===== src/rtl/tw_rx_pkg.sv =====
package tw_rx_pkg;

    typedef enum logic [1:0] {
        ST_HOLD = 2'd0,
        ST_FLAG = 2'd1,
        ST_BITS = 2'd2
    } rx_state_e;

    typedef enum logic {
        KIND_CMD = 1'b0,
        KIND_RAM = 1'b1
    } frame_kind_e;

endpackage


===== src/rtl/tw_sync.sv =====
module tw_sync #(
    parameter int             W       = 3,
    parameter int             STAGES  = 2,
    parameter logic [W-1:0]   RST_VAL = '0
) (
    input  logic         clk,
    input  logic         rst_n,
    input  logic [W-1:0] d,
    output logic [W-1:0] q
);

    logic [W-1:0] pipe [STAGES];

    for (genvar g = 0; g < STAGES; g++) begin : g_stage
        if (g == 0) begin : g_first
            always_ff @(posedge clk or negedge rst_n) begin
                if (!rst_n) pipe[g] <= RST_VAL;
                else        pipe[g] <= d;
            end
        end else begin : g_rest
            always_ff @(posedge clk or negedge rst_n) begin
                if (!rst_n) pipe[g] <= RST_VAL;
                else        pipe[g] <= pipe[g-1];
            end
        end
    end

    assign q = pipe[STAGES-1];

endmodule


===== src/rtl/tw_frame_fsm.sv =====
module tw_frame_fsm
    import tw_rx_pkg::*;
#(
    parameter int BYTE_W = 8
) (
    input  logic              clk,
    input  logic              rst_n,
    input  logic              ce_n_s,
    input  logic              sclk_s,
    input  logic              sdin_s,
    output logic              byte_done,
    output frame_kind_e       byte_kind,
    output logic [BYTE_W-1:0] byte_val
);

    localparam int CNT_W = $clog2(BYTE_W);
    localparam logic [CNT_W-1:0] LAST_BIT = CNT_W'(BYTE_W - 1);

    rx_state_e          state, state_d;
    logic               sclk_q;
    logic               rise;
    logic [CNT_W-1:0]   bit_cnt;
    logic [BYTE_W-1:0]  shreg;
    frame_kind_e        kind_q;

    assign rise = sclk_s & ~sclk_q;

    always_ff @(posedge clk or negedge rst_n) begin
        if (!rst_n) sclk_q <= 1'b0;
        else        sclk_q <= sclk_s;
    end

    always_comb begin
        state_d = state;
        unique case (state)
            ST_HOLD: if (!ce_n_s) state_d = ST_FLAG;
            ST_FLAG: begin
                if (ce_n_s)    state_d = ST_HOLD;
                else if (rise) state_d = ST_BITS;
            end
            ST_BITS: begin
                if (ce_n_s)                          state_d = ST_HOLD;
                else if (rise && bit_cnt == LAST_BIT) state_d = ST_FLAG;
            end
            default: state_d = ST_HOLD;
        endcase
    end

    // state register
    always_ff @(posedge clk or negedge rst_n) begin
        if (!rst_n) state <= ST_HOLD;
        else        state <= state_d;
    end

    // datapath and outputs
    always_ff @(posedge clk or negedge rst_n) begin
        if (!rst_n) begin
            bit_cnt   <= '0;
            shreg     <= '0;
            kind_q    <= KIND_CMD;
            byte_done <= 1'b0;
            byte_kind <= KIND_CMD;
            byte_val  <= '0;
        end else begin
            byte_done <= 1'b0;
            if (!ce_n_s && rise) begin
                unique case (state)
                    ST_FLAG: begin
                        kind_q  <= frame_kind_e'(sdin_s);
                        bit_cnt <= '0;
                    end
                    ST_BITS: begin
                        shreg   <= {shreg[BYTE_W-2:0], sdin_s};
                        bit_cnt <= bit_cnt + 1'b1;
                        if (bit_cnt == LAST_BIT) begin
                            byte_done <= 1'b1;
                            byte_kind <= kind_q;
                            byte_val  <= {shreg[BYTE_W-2:0], sdin_s};
                        end
                    end
                    default: ;
                endcase
            end
        end
    end

    // chip enable high forces the hold state
    p_hold_on_ce_r1: assert property (@(posedge clk) disable iff (!rst_n)
        ce_n_s |=> state == ST_HOLD);

    // a byte completes only out of the bit-collecting state on a rise
    p_done_from_bits_r3: assert property (@(posedge clk) disable iff (!rst_n)
        byte_done |-> ($past(state) == ST_BITS && $past(rise)));

    // completion is a single-cycle pulse
    p_done_pulse_r10: assert property (@(posedge clk) disable iff (!rst_n)
        byte_done |=> !byte_done);

endmodule


===== src/rtl/tw_addr_ctr.sv =====
module tw_addr_ctr #(
    parameter int ADDR_W   = 9,
    parameter int ADDR_MAX = 503
) (
    input  logic              clk,
    input  logic              rst_n,
    input  logic              inc,
    input  logic              ld,
    input  logic [ADDR_W-1:0] ld_val,
    output logic [ADDR_W-1:0] addr
);

    localparam logic [ADDR_W-1:0] TOP = ADDR_W'(ADDR_MAX);

    logic [ADDR_W-1:0] ld_clamped;
    assign ld_clamped = (ld_val > TOP) ? '0 : ld_val;

    always_ff @(posedge clk or negedge rst_n) begin
        if (!rst_n)           addr <= '0;
        else if (ld)          addr <= ld_clamped;
        else if (inc)         addr <= (addr == TOP) ? '0 : addr + 1'b1;
    end

    p_addr_range_r6: assert property (@(posedge clk) disable iff (!rst_n)
        addr <= TOP);

    p_addr_step_r5: assert property (@(posedge clk) disable iff (!rst_n)
        ($past(inc) && !$past(ld) && $past(addr) != TOP) |-> addr == $past(addr) + 1'b1);

    p_addr_wrap_r6: assert property (@(posedge clk) disable iff (!rst_n)
        ($past(inc) && !$past(ld) && $past(addr) == TOP) |-> addr == '0);

    p_load_wins_r7: assert property (@(posedge clk) disable iff (!rst_n)
        ($past(ld) && $past(ld_val) <= TOP) |-> addr == $past(ld_val));

endmodule


===== src/rtl/tw_cmd_data_rx.sv =====
module tw_cmd_data_rx
    import tw_rx_pkg::*;
#(
    parameter int BYTE_W      = 8,
    parameter int ADDR_W      = 9,
    parameter int ADDR_MAX    = 503,
    parameter int SYNC_STAGES = 2
) (
    input  logic              clk,
    input  logic              rst_n,
    input  logic              sce_n,
    input  logic              sclk,
    input  logic              sdin,
    input  logic              ld_addr_en,
    input  logic [ADDR_W-1:0] ld_addr_val,
    output logic              cmd_vld,
    output logic [BYTE_W-1:0] cmd_byte,
    output logic              ram_we,
    output logic [ADDR_W-1:0] ram_addr,
    output logic [BYTE_W-1:0] ram_wdata
);

    logic [2:0]        sync_q;
    logic              done;
    frame_kind_e       kind;
    logic [BYTE_W-1:0] val;

    tw_sync #(
        .W       (3),
        .STAGES  (SYNC_STAGES),
        .RST_VAL (3'b100)
    ) u_sync (
        .clk   (clk),
        .rst_n (rst_n),
        .d     ({sce_n, sclk, sdin}),
        .q     (sync_q)
    );

    tw_frame_fsm #(
        .BYTE_W (BYTE_W)
    ) u_fsm (
        .clk       (clk),
        .rst_n     (rst_n),
        .ce_n_s    (sync_q[2]),
        .sclk_s    (sync_q[1]),
        .sdin_s    (sync_q[0]),
        .byte_done (done),
        .byte_kind (kind),
        .byte_val  (val)
    );

    assign cmd_vld   = done && (kind == KIND_CMD);
    assign ram_we    = done && (kind == KIND_RAM);
    assign cmd_byte  = val;
    assign ram_wdata = val;

    tw_addr_ctr #(
        .ADDR_W   (ADDR_W),
        .ADDR_MAX (ADDR_MAX)
    ) u_addr (
        .clk    (clk),
        .rst_n  (rst_n),
        .inc    (ram_we),
        .ld     (ld_addr_en),
        .ld_val (ld_addr_val),
        .addr   (ram_addr)
    );

    p_strobe_excl_r10: assert property (@(posedge clk) disable iff (!rst_n)
        !(cmd_vld && ram_we));

    p_ram_pulse_r10: assert property (@(posedge clk) disable iff (!rst_n)
        ram_we |=> !ram_we);

endmodule


===== config.mk =====
export PLATFORM = sky130hd
export DESIGN_NAME = tw_cmd_data_rx
export DESIGN_NICKNAME = d
export VERILOG_FILES = /design/src/rtl/tw_rx_pkg.sv /design/src/rtl/tw_sync.sv /design/src/rtl/tw_frame_fsm.sv /design/src/rtl/tw_addr_ctr.sv /design/src/rtl/tw_cmd_data_rx.sv
export SDC_FILE = /design/constraint.sdc
export NUM_CORES = 1
export LEC_CHECK = 0
export BUFFER_PORTS_ARGS = -buffer_cell sky130_fd_sc_hd__buf_2
export CAP_MARGIN = 30
export CORE_ASPECT_RATIO = 0.9
export CORE_UTILIZATION = 57
export CTS_CLUSTER_DIAMETER = 30
export DETAILED_ROUTE_END_ITERATION = 10
export PLACE_DENSITY = 0.83
export SKIP_CTS_REPAIR_TIMING = 1
export SLEW_MARGIN = 40
export SYNTH_ARGS = -nofsm -noshare
export SYNTH_HDL_FRONTEND = slang
export SYNTH_SLANG_ARGS = --single-unit

===== constraint.sdc =====
create_clock -name clk -period 2.9 [get_ports clk]
set_input_delay 0.29 -clock clk [delete_from_list [all_inputs] [get_ports clk]]
set_output_delay 0.29 -clock clk [all_outputs]
set_load 0.03 [all_outputs]

# == Yosys cells after proc, flatten, opt, wreduce, memory -nomap -nowiden ==
# Index checks and enable logic that the tools add are counted.
# classes
addsub,2
n_mul,0
n_div,0
order_cmp,1
eq_ne,7
shift,0
n_mux,14
n_bitwise,3
n_reduce_logical,13
# ops
op,count
2-to-1 mux 9 bit,4
2-to-1 mux 2 bit,5
adder 9 x 1 -> 9 bit (second input constant),1
equality test 9 bit (second input constant),1
greater-than comparator 9 bit (second input constant),1
!= test 3 x 2 -> 1 bit (second input constant),2
case mux 2 bit (3 select lines),1
case mux 3 bit (2 select lines),1
AND reduction 2 bit,3
AND reduction 3 bit,2
logical AND 1 bit,4
nonzero test 2 bit,2
adder 3 x 1 -> 3 bit (second input constant),1
equality test 3 bit (second input constant),1
2-to-1 mux 1 bit,3
equality test 2 x 1 -> 1 bit (second input constant),1
equality test 2 bit (second input constant),1
zero test 2 bit,1
!= test 2 bit (second input constant),1
NOT 1 bit,2
bitwise AND 1 bit,1
zero test 1 bit,1
# totals
register_bits,39
latch_bits,0
ramBits,0
romBits,0
mem_count,0

# == Longest topological paths before layout ==
# Gate-level depths: netlist of the first run.
# depth
ltp_word,6
ltp_mapped,6
ltp_nobuf,6

# == Modules after synthesis ==
# A second synthesis of the first run with hierarchy kept.
# hier_totals
cells_unflattened,161
area_unflattened_um2,1929.4
# by_module_without_submodules
mod,instances,cells_each,area_per_inst_um2,seq_area_each_um2
tw_frame_fsm,1,75,1083.5,600.6
tw_addr_ctr,1,67,594.3,225.2
tw_sync,1,9,175.2,152.6
tw_cmd_data_rx,1,10,76.3,0.0

# == Worst setup path before layout of the first run ==
# OpenSTA, ideal clock, no wires.
# synth_timing
path_kind,register -> register
from,register u_addr.addr[0]
to,register u_addr.addr[5]
arrival_time_ns,1.806
path_slack_ns,0.967
path_stages_with_launch,6
path_buffers,0
period_less_slack_ns,1.933
cell_sequence,dfrtp_1 > ha_1 > nand2_2 > or4_4 > a2111oi_4 > nor3_1
# synth_between
elab_chain_len,4
elab_cells_between_ends,5
classes_between,add/sub: 1; eq/ne: 1; mux: 3
# synth_lines
element,line,text
start: declaration,tw_addr_ctr.sv:10,output logic [ADDR_W-1:0] addr
start signal: assignment,tw_addr_ctr.sv:20,else if (ld) addr <= ld_clamped;
start signal: assignment,tw_addr_ctr.sv:21,else if (inc) addr <= (addr == TOP) ? '0 : addr + 1'b1;
adder 9 x 1 -> 9 bit or equality test 9 bit (tied branches),tw_addr_ctr.sv:21,
2-to-1 mux 9 bit (*) (2 in a row),tw_addr_ctr.sv:21,
2-to-1 mux 9 bit (*),tw_addr_ctr.sv:20,
# Every way passes the cells marked *; elsewhere a longest branch is shown, timed or not. The select of a mux whose other input is x is not followed.
# A chain may end at the register's enable or synchronous reset.

# == Worst setup path in the final report of the first run ==
# layout_timing
from,register u_fsm.state[0]
to,register u_fsm.byte_kind
# layout_between
elab_chain_len,2
# layout_lines
element,line,text
start: declaration,tw_frame_fsm.sv:19,"rx_state_e state, state_d;"
start signal: assignment,tw_frame_fsm.sv:52,else state <= state_d;
equality test 2 bit,tw_frame_fsm.sv:67,unique case (state)
AND reduction 3 bit (no line),-,
end signal: assignment,tw_frame_fsm.sv:77,byte_kind <= kind_q;
end: declaration,tw_frame_fsm.sv:12,"output frame_kind_e byte_kind,"
# Every way passes these cells.

==> summary.md, run 1 <==
| Metric | Value |
|---|---|
| Syn_nets | `188` |
| Finished Layout Cells | `248` |
| Combinational Power Share | `18.9%` |
| DRT Pass-1 Iters | `4` |
| Setup Skew | `0.00661 ns` |
| Vias in the first global route | `1418` |
| CTS root buf | `clkbuf_8` |
| Power per cell area | `615 nW/µm²` |
| Crit start category | `flip-flop` |
| Rel. slew slack | `70.7%` |
| RSZ-0062 raised after global routing | `no` |
| Synth Instances | `166` |
| Switching share of power | `28.4%` |
| VDD IR max | `0.396 mV` |
| Num CTS Buffers | `5` |
| Die Area | `3550 µm²` |
| Core footprint | `3110 µm²` |
| Final setup fails | `0` |
| Fmax | `527 MHz` |
| Gpl congestion | `0.880` |
| Synth cell types | `41` |
| Clk sinks | `39` |
| Final Max Slew Viols | `0` |
| WS Path Type | `reg -> reg` |
| # placed instances | `239` |
| DRT antenna net count | `0` |
| GRT Util Overall | `23.2%` |
| Share of cells above drive strength 1 | `37.4%` |
| Commonest cells after routing, fill and taps aside | `41 x buf_2, 37 x dfrtp_1, 16 x mux2_2` |
| Synthesized area | `1890 µm²` |
| WHS | `0.0956 ns` |
| Sum Neg Setup Slack | `0 ns` |
| Clock share of power | `32.5%` |
| FF/Latch Area | `978 µm²` |
| Cell Rows | `19` |
| Least-Margin Pin Slew | `0.437 ns` |
| Commonest non-fill, non-tap cell in the layout | `buf_2` |
| PortBufs | `41` |
| Initial antenna violation count | `0` |
| Area after DPL | `2090 µm²` |
| # diodes | `0` |
| Clock Path Buffers | `2` |
| HP Class | `in -> reg` |
| Max-cap violations | `0` |
| Area delta synth->final | `17.1%` |
| Critical path cell sequence | `inv_1 -> ha_1 -> and2_1 -> nand2_2 -> mux2_1` |
| Fin nets | `227` |
| Routed length per placed instance | `14.4 µm` |
| Setup crit end kind | `flip-flop` |
| CP max FO | `10` |
| Required @ worst endpoint | `3.08 ns` |
| CTS tree | `done` |
| H-tree levels | `2` |
| Fin crit share | `65.5%` |
| Worst-path clk slew | `0.07 ns` |
| Synthesis Warnings | `0` |
| Post-Route WL | `3570 µm` |
| Final core occ | `71.1%` |
| Filler cell count | `229` |
| Cell area after layout | `2210 µm²` |
| WP buf/inv | `1` |
| Starting Density | `60.7%` |
| Register area share after synthesis | `51.8%` |
| Die X | `62.7 µm` |
| Die Ht | `56.6 µm` |
| Final hold violation count | `0` |
| Status | `finished clean` |
| Psw | `387 µW` |
| Routed vias | `1396` |
| Number of synthesized register bits | `39` |
| Multi-input logic area | `807 µm²` |
| Sequential share of power | `48.6%` |
| P_leak | `0.00111 µW` |
| Vias per cell | `5.63` |
| Worst path arrival time | `2.08 ns` |
| Post-DP HPWL | `2670 µm` |
| # IOs | `42` |
| Syn avg cell area | `11.4 µm²` |
| Tmin final | `1.90 ns` |
| Slowest cell delay on critical path | `0.41 ns` |
| Initial DRC Count | `115` |
| CP top delay family | `simple AND/OR/NAND/NOR gates` |
| Grt total ovfl | `0` |
| Global-route wire length before repair | `6240 µm` |
| Drt drc | `0` |
| Clk Latency, worst-skew pair | `0.29 ns` |
| Largest net degree at the start of global routing | `24` |
| CP max stage cell | `dfrtp_1` |
| Power Internal | `975 µW` |
[synthesized netlist by cell type, drive strengths merged]
library cell / n / area (µm²)
o21ai: 9 / 45.0
a22oi: 1 / 7.51
mux2: 17 / 191
nor2: 6 / 22.5
a31oi: 1 / 6.26
nor3b: 1 / 12.5
inv: 6 / 22.5
a21boi: 1 / 7.51
clkbuf: 1 / 13.8
nand2b: 4 / 25.0
nor3: 5 / 25.0
and2: 2 / 12.5
a311oi: 3 / 26.3
buf: 10 / 68.8
or4: 1 / 11.3
mux2i: 2 / 20.0
o31ai: 1 / 7.51
or2b: 1 / 7.51
or3: 1 / 7.51
a32oi: 1 / 8.76
and3: 1 / 7.51
a21oi: 3 / 15.0
a22o: 1 / 8.76
a21o: 2 / 15.0
nand3: 12 / 60.1
nor4: 1 / 6.26
ha: 7 / 87.6
dfrtp: 37 / 926
o311ai: 1 / 8.76
and4: 2 / 18.8
dfstp: 2 / 52.6
nand2: 17 / 73.8
xor2: 1 / 8.76
nor2b: 4 / 25.0
a2111oi: 1 / 27.5
[through the flow]
stage	power (µW)	setup slack [ns]
floorplan	840	0.967
global placement	900	1.11
detailed placement	927	1.01
CTS	1370	1.01
global route	1430	0.838
finish	1360	1.00
[logic make-up after synthesis]
group / count (synthesis) / share of synthesized area (%)
AND/OR/NAND/NOR: 58 / 16.7
AO/OA/AOI/OAI: 25 / 9.73
flip-flops: 39 / 51.8
buffers and inverters: 17 / 5.56
adder cells (fa/ha/maj): 7 / 4.63
XOR/XNOR: 1 / 0.463
multiplexers: 19 / 11.2
[power by group through the flow]
stage	registers (µW)	clock network, µW	logic (µW)
2_1_floorplan	681	0	159
3_3_place_gp	666	0	234
3_5_place_dp	671	0	257
4_1_cts	661	452	256
5_1_grt	671	472	286
6_report	662	443	257
[flip-flops by register name, summed over array words and instances (netlist names)]
| register | count |
|---|---|
| u_fsm.sclk_q | 1 |
| u_fsm.state | 2 |
| u_fsm.kind_q | 1 |
| u_addr.addr | 9 |
| u_fsm.byte_val | 8 |
| u_fsm.byte_kind | 1 |
| u_sync.q | 3 |
| u_fsm.shreg | 7 |
| u_sync.pipe | 3 |
| u_fsm.byte_done | 1 |
| u_fsm.bit_cnt | 3 |
[path summary, 6_finish.rpt]
kind | start | end | slack, ns | cells after the start
setup reg to reg | u_fsm.state[0]$_DFFE_PN0P_ | u_fsm.byte_kind$_DFFE_PN0P_ | 1.00 | 5
hold reg to reg | u_sync.pipe[3]$_DFF_PN0_ | u_sync.q[0]$_DFF_PN0_ | 0.35 | 0
max in group asynchronous | rst_n | u_sync.q[0]$_DFF_PN0_ | 1.98 | 3
hold / removal | sce_n | u_sync.pipe[5]$_DFF_PN1_ | 0.1 | 1
min in group asynchronous | rst_n | u_addr.addr[3]$_DFFE_PN0P_ | 0.47 | 2
setup / recovery | u_fsm.state[0]$_DFFE_PN0P_ | u_fsm.byte_kind$_DFFE_PN0P_ | 1.00 | 5
[cell type report]
type,count,area share (%)
Sequential cell,39,44.2
Multi-Input combinational cell,110,36.5
Timing Repair Buffer,43,11.0
Clock buffer,6,3.28
Tap cell,42,2.37
Clock inverter,2,1.70
Inverter,6,1.02
[routing by layer]
| metal | up-vias | wire (µm) | GRT usage, % |
|---|---|---|---|
| met4 | 0 | 70 | 12.0 |
| li1 | 657 | - | - |
| met1 | 669 | 1520 | 26.4 |
| met5 | - | 0 | 0 |
| met3 | 9 | 206 | 7.11 |
| met2 | 61 | 1770 | 39.3 |
(Power assumes the default switching activity.)
==> run 2, diff against run 1 <==
Settings changed: CORE_UTILIZATION 57 to 53, PLACE_DENSITY 0.83 to 0.78.
Clock period 2.9 ns to 1.9 ns, I/O delays scaled along.
==> run 2 against run 1 <==
Wire length shrank 0.76%. Worst hold slack improved by 0.052 ns. Combinational power grew 56%. Power rose by 64%. Critical path depth unchanged. Die area rose by 7.3%. Critical path type unchanged. Critical endpoint is now u_addr.addr[4]$_DFFE_PN0P_. Largest cell class unchanged. Highest routed layer unchanged.
==> summary.md, run 2 (same netlist as run 1, synthesis figures left out) <==
| Metric | Value |
|---|---|
| Status | `finished clean` |
| GRT Util Overall | `20.9%` |
| Top flop regs | `u_addr.addr (9), u_fsm.byte_val (8), u_fsm.shreg (7)` |
| Commonest non-fill, non-tap cell in the layout | `buf_2` |
| Largest net degree at the start of global routing | `40` |
| Final core occ | `66.7%` |
| DRT Pass-1 Iters | `4` |
| CP max FO | `6` |
| Die Ht | `58.7 µm` |
| HP Class | `in -> reg` |
| WS Path Type | `reg -> reg` |
| # diodes | `0` |
| Fmax | `556 MHz` |
| DRT antenna net count | `0` |
| Commonest cells after routing, fill and taps aside | `41 x buf_2, 35 x dfrtp_1, 16 x mux2_2` |
| Tmin final | `1.80 ns` |
| FF-to-FF Start | `u_addr.addr[0]$_DFFE_PN0P_` |
| Initial antenna violation count | `0` |
| Least-Margin Pin Slew | `0.480 ns` |
| Sequential share of power | `45.4%` |
| Setup crit end kind | `flip-flop` |
| Rel. slew slack | `68.0%` |
| CP Capture Point | `u_addr.addr[4]$_DFFE_PN0P_` |
| Fin crit share | `94.6%` |
| Crit start category | `flip-flop` |
| CTS tree | `done` |
| Max-cap violations | `0` |
| Switching share of power | `27.1%` |
| Area delta synth->final | `20.1%` |
| Setup Skew | `0.00243 ns` |
| Vias per cell | `5.54` |
| Tot Pwr | `2230 µW` |
| Num CTS Buffers | `5` |
| P_leak | `0.00113 µW` |
| PnR worst setup slack | `0.103 ns` |
| Starting Density | `55.6%` |
| Psw | `606 µW` |
| Clk Latency, worst-skew pair | `0.29 ns` |
| Clock share of power | `36.7%` |
| Initial DRC Count | `125` |
| Die Area | `3810 µm²` |
| Final hold violation count | `0` |
| Setup crit start | `u_addr.addr[0]$_DFFE_PN0P_` |
| Share of cells above drive strength 1 | `39.5%` |
| Combinational Power Share | `17.9%` |
| PortBufs | `41` |
| Final Max Slew Viols | `0` |
| Setup WS pre-CTS | `0.0748 ns` |
| Core footprint | `3400 µm²` |
| Cell Rows | `20` |
| Final setup fails | `0` |
| Worst path arrival time | `1.96 ns` |
| Global-route wire length before repair | `5850 µm` |
| CTS root buf | `clkbuf_8` |
| Sum Neg Setup Slack | `0 ns` |
| Die X | `65.0 µm` |
| H-tree levels | `2` |
| Reg2Reg Capture Point | `u_addr.addr[4]$_DFFE_PN0P_` |
| Power Internal | `1630 µW` |
| # IOs | `42` |
| Routed length per placed instance | `13.9 µm` |
| Most flops, register | `u_addr.addr` |
| Post-DP HPWL | `2550 µm` |
| Clock Path Buffers | `2` |
| Gpl congestion | `0.889` |
| Vias in the first global route | `1282` |
| Post-Route WL | `3540 µm` |
| Power per cell area | `982 nW/µm²` |
| Routed vias | `1406` |
| Reg2reg setup slack | `0.10 ns` |
| RSZ-0062 raised after global routing | `no` |
| Worst-path clk slew | `0.08 ns` |
| VDD IR max | `0.585 mV` |
| Required @ worst endpoint | `2.06 ns` |
| Drt drc | `0` |
| Slowest cell delay on critical path | `0.59 ns` |
| Fin nets | `231` |
| Clk sinks | `39` |
| Reg2reg path depth | `5` |
| CP max stage cell | `or4_4` |
| Max FFs per register | `9` |
| Critical path cell sequence | `ha_2 -> nand2_2 -> or4_4 -> a311oi_1 -> o21ai_1` |
| Grt total ovfl | `0` |
run 2: critical path: cells and delay by family, from the launching register on:
family                     cells  cell delay, ns
AOI/OAI and AO/OA              2            0.38
adders and majority gates      1            0.23
DFF                            1            0.40
and+or+nand+nor                2            0.66
run 2: area by class of cell:
cell class              instances  area (µm²)
inverters                       6        22.5
fillers                       280        1130
flip-flops and latches         39         981
clock buffers                   5        68.8
multi-input cells             110         816
repair buffers                 47         260
well taps                      44        55.1
clock inverters                 3        67.6
run 2: power by group through the flow:
stage | registers [µW] | clock network (µW) | logic (µW)
2_1_floorplan | 1040 | 0 | 242
3_3_place_gp | 1020 | 0 | 360
3_5_place_dp | 1030 | 0 | 388
4_1_cts | 1010 | 836 | 391
5_1_grt | 1030 | 875 | 446
6_report | 1010 | 818 | 400
run 2: how the worst min path moves through the flow:
stage | from | end | slack, ns | cells past startpoint
after floorplan | rst_n | u_addr.addr[0]$_DFFE_PN0P_ | -0.11 | 0
after global placement | rst_n | u_fsm.state[1]$_DFFE_PN0P_ | 0.26 | 2
after detailed placement | rst_n | u_fsm.state[1]$_DFFE_PN0P_ | 0.27 | 2
after CTS | rst_n | u_addr.addr[4]$_DFFE_PN0P_ | -0.05 | 2
after global routing | ld_addr_val[1] | u_addr.addr[1]$_DFFE_PN0P_ | 0.18 | 3
final | ld_addr_val[1] | u_addr.addr[1]$_DFFE_PN0P_ | 0.15 | 3
run 2: metal layers:
layer  routed length [µm]  up-vias  GRT usage (%)
met5                    0        -              0
met3                  172        4           5.81
met4                   27        0           7.62
met2                 1730       43           36.2
met1                 1610      692           25.1
li1                     -      667              -
run 2: stage by stage:
| step | instance area [µm²] | std cells | hold slack (ns) |
|---|---|---|---|
| global placement | 2090 | 242 | 0.264 |
| finish | 2270 | 254 | 0.148 |
| CTS | 2220 | 250 | -0.0508 |
| floorplan | 1890 | 166 | -0.106 |
| global route | 2270 | 254 | 0.179 |
| detailed placement | 2090 | 242 | 0.269 |
==> run 3, diff against run 2 <==
Settings changed: CORE_UTILIZATION 53 to 40, PLACE_DENSITY 0.78 to 0.62.
==> run 3 against run 2 <==
Clock power fell by 26%. Clock-buffer cell count up 1. Cell count up 8.3%. Combinational power down 2%. First-iteration DRC count is 67% lower. Via count shrank 4.1%. Sequential power is essentially flat. Critical path type unchanged. Highest routed layer unchanged.
==> summary.md, run 3 (same netlist as run 1, synthesis figures left out) <==
| Metric | Value |
|---|---|
| Status | `finished clean` |
| CP max stage cell | `or4_4` |
| Switching share of power | `30.1%` |
| Power per cell area | `881 nW/µm²` |
| WP buf/inv | `0` |
| Setup Skew | `0.00678 ns` |
| Psw | `602 µW` |
| Largest net degree at the start of global routing | `26` |
| CP top delay family | `simple AND/OR/NAND/NOR gates` |
| Commonest non-fill, non-tap cell in the layout | `buf_2` |
| Max-cap violations | `0` |
| Starting Density | `42.1%` |
| Vias per cell | `4.91` |
| Worst-path clk slew | `0.08 ns` |
| CP max FO | `6` |
| DRT antenna net count | `0` |
| PortBufs | `41` |
| Fin nets | `234` |
| Global-route wire length before repair | `5860 µm` |
| DRT Pass-1 Iters | `4` |
| # IOs | `42` |
| Die Ht | `67.2 µm` |
| Rel. slew slack | `64.3%` |
| Final hold violation count | `0` |
| WS Path Type | `reg -> reg` |
| Setup crit end kind | `flip-flop` |
| Area delta synth->final | `20.1%` |
| RSZ-0062 raised after global routing | `no` |
| # diodes | `0` |
| Slowest cell delay on critical path | `0.58 ns` |
| Final setup fails | `0` |
| Max FFs per register | `9` |
| Final Max Slew Viols | `0` |
| Routed length per placed instance | `12.9 µm` |
| Fmax | `564 MHz` |
| Worst path arrival time | `1.95 ns` |
| WHS | `0.116 ns` |
| Sum Neg Setup Slack | `0 ns` |
| Gpl congestion | `0.767` |
| VDD IR max | `0.551 mV` |
| Vias in the first global route | `1258` |
| Sequential share of power | `50.1%` |
| Critical path cell sequence | `ha_1 -> nand2_2 -> or4_4 -> a311oi_1 -> o21ai_1` |
| Initial DRC Count | `41` |
| Commonest cells after routing, fill and taps aside | `41 x buf_2, 35 x dfrtp_1, 16 x mux2_2` |
| Combinational Power Share | `19.6%` |
| GRT Util Overall | `16.1%` |
| Post-DP HPWL | `2570 µm` |
| Die X | `74.5 µm` |
| Num CTS Buffers | `5` |
| Die Area | `5010 µm²` |
| HP Class | `in -> reg` |
| CTS root buf | `clkbuf_8` |
| Initial antenna violation count | `0` |
| Core footprint | `4490 µm²` |
| Share of cells above drive strength 1 | `39.4%` |
| Clk Latency, worst-skew pair | `0.30 ns` |
| Grt total ovfl | `0` |
| Clock Path Buffers | `2` |
| Routed vias | `1349` |
| Clk sinks | `39` |
| Power Internal | `1400 µW` |
| Required @ worst endpoint | `2.08 ns` |
| Top flop regs | `u_addr.addr (9), u_fsm.byte_val (8), u_fsm.shreg (7)` |
| Drt drc | `0` |
| Cell Rows | `23` |
| Clock share of power | `30.3%` |
| Tmin final | `1.77 ns` |
| Post-Route WL | `3550 µm` |
| P_leak | `0.00113 µW` |
| Crit start category | `flip-flop` |
| Least-Margin Pin Slew | `0.536 ns` |
| Filler cell count | `433` |
| H-tree levels | `2` |
| CTS tree | `done` |
| Most flops, register | `u_addr.addr` |
| Fin crit share | `93.3%` |
-- run 3: worst min-delay path, cell delays in order --
cell     delay, ns
buf_2         0.07
nand3_1       0.05
o21ai_0       0.06
-- run 3: layout make-up --
class | count | area, µm² | area share (%)
multi-input combinational | 110 | 807 | 35.6
timing repair buffer | 50 | 283 | 12.5
clock inverter | 2 | 16.3 | 0.717
sequential | 39 | 981 | 43.2
tap | 62 | 77.6 | 3.42
inverter | 6 | 22.5 | 0.992
clock buffer | 6 | 82.6 | 3.64
-- run 3: worst paths after layout --
path,slack [ns],end,cells past startpoint,start
worst min register to register,0.36,u_sync.q[0]$_DFF_PN0_,0,u_sync.pipe[3]$_DFF_PN0_
max in group asynchronous,0.90,u_sync.q[2]$_DFF_PN1_,3,rst_n
worst min-delay path,0.12,u_addr.addr[2]$_DFFE_PN0P_,3,ld_addr_val[2]
min in group asynchronous,0.40,u_addr.addr[2]$_DFFE_PN0P_,2,rst_n
worst max register to register,0.13,u_addr.addr[4]$_DFFE_PN0P_,5,u_addr.addr[0]$_DFFE_PN0P_
worst max-delay path,0.13,u_addr.addr[4]$_DFFE_PN0P_,5,u_addr.addr[0]$_DFFE_PN0P_
-- run 3: layer usage --
| layer | part of all wire, % | track usage, % | up-vias |
|---|---|---|---|
| li1 | - | - | 676 |
| met1 | 47 | 20.4 | 630 |
| met2 | 46 | 24.8 | 36 |
| met3 | 4.7 | 4.48 | 7 |
| met4 | 2.3 | 9.20 | 0 |
| met5 | 0 | 0 | - |
-- run 3: power groups by stage --
stage / registers (µW) / logic (µW) / clock network (µW)
floorplan: 1040 / 242 / 0
global placement: 1020 / 384 / 0
detailed placement: 1020 / 390 / 0
CTS: 1000 / 391 / 629
global route: 1020 / 451 / 657
finish: 1000 / 392 / 605
-- run 3: stage by stage --
stage / setup WS, ns / total power (µW) / area [µm²] / util [%] / std cells
floorplan: 0.0751 / 1280 / 1890 / - / 166
global placement: 0.174 / 1400 / 2130 / 47.5 / 263
detailed placement: 0.140 / 1410 / 2130 / 47.5 / 263
CTS: 0.129 / 2020 / 2230 / 49.7 / 271
global route: 0.0143 / 2120 / 2270 / 50.6 / 275
finish: 0.128 / 2000 / 2270 / 50.6 / 275
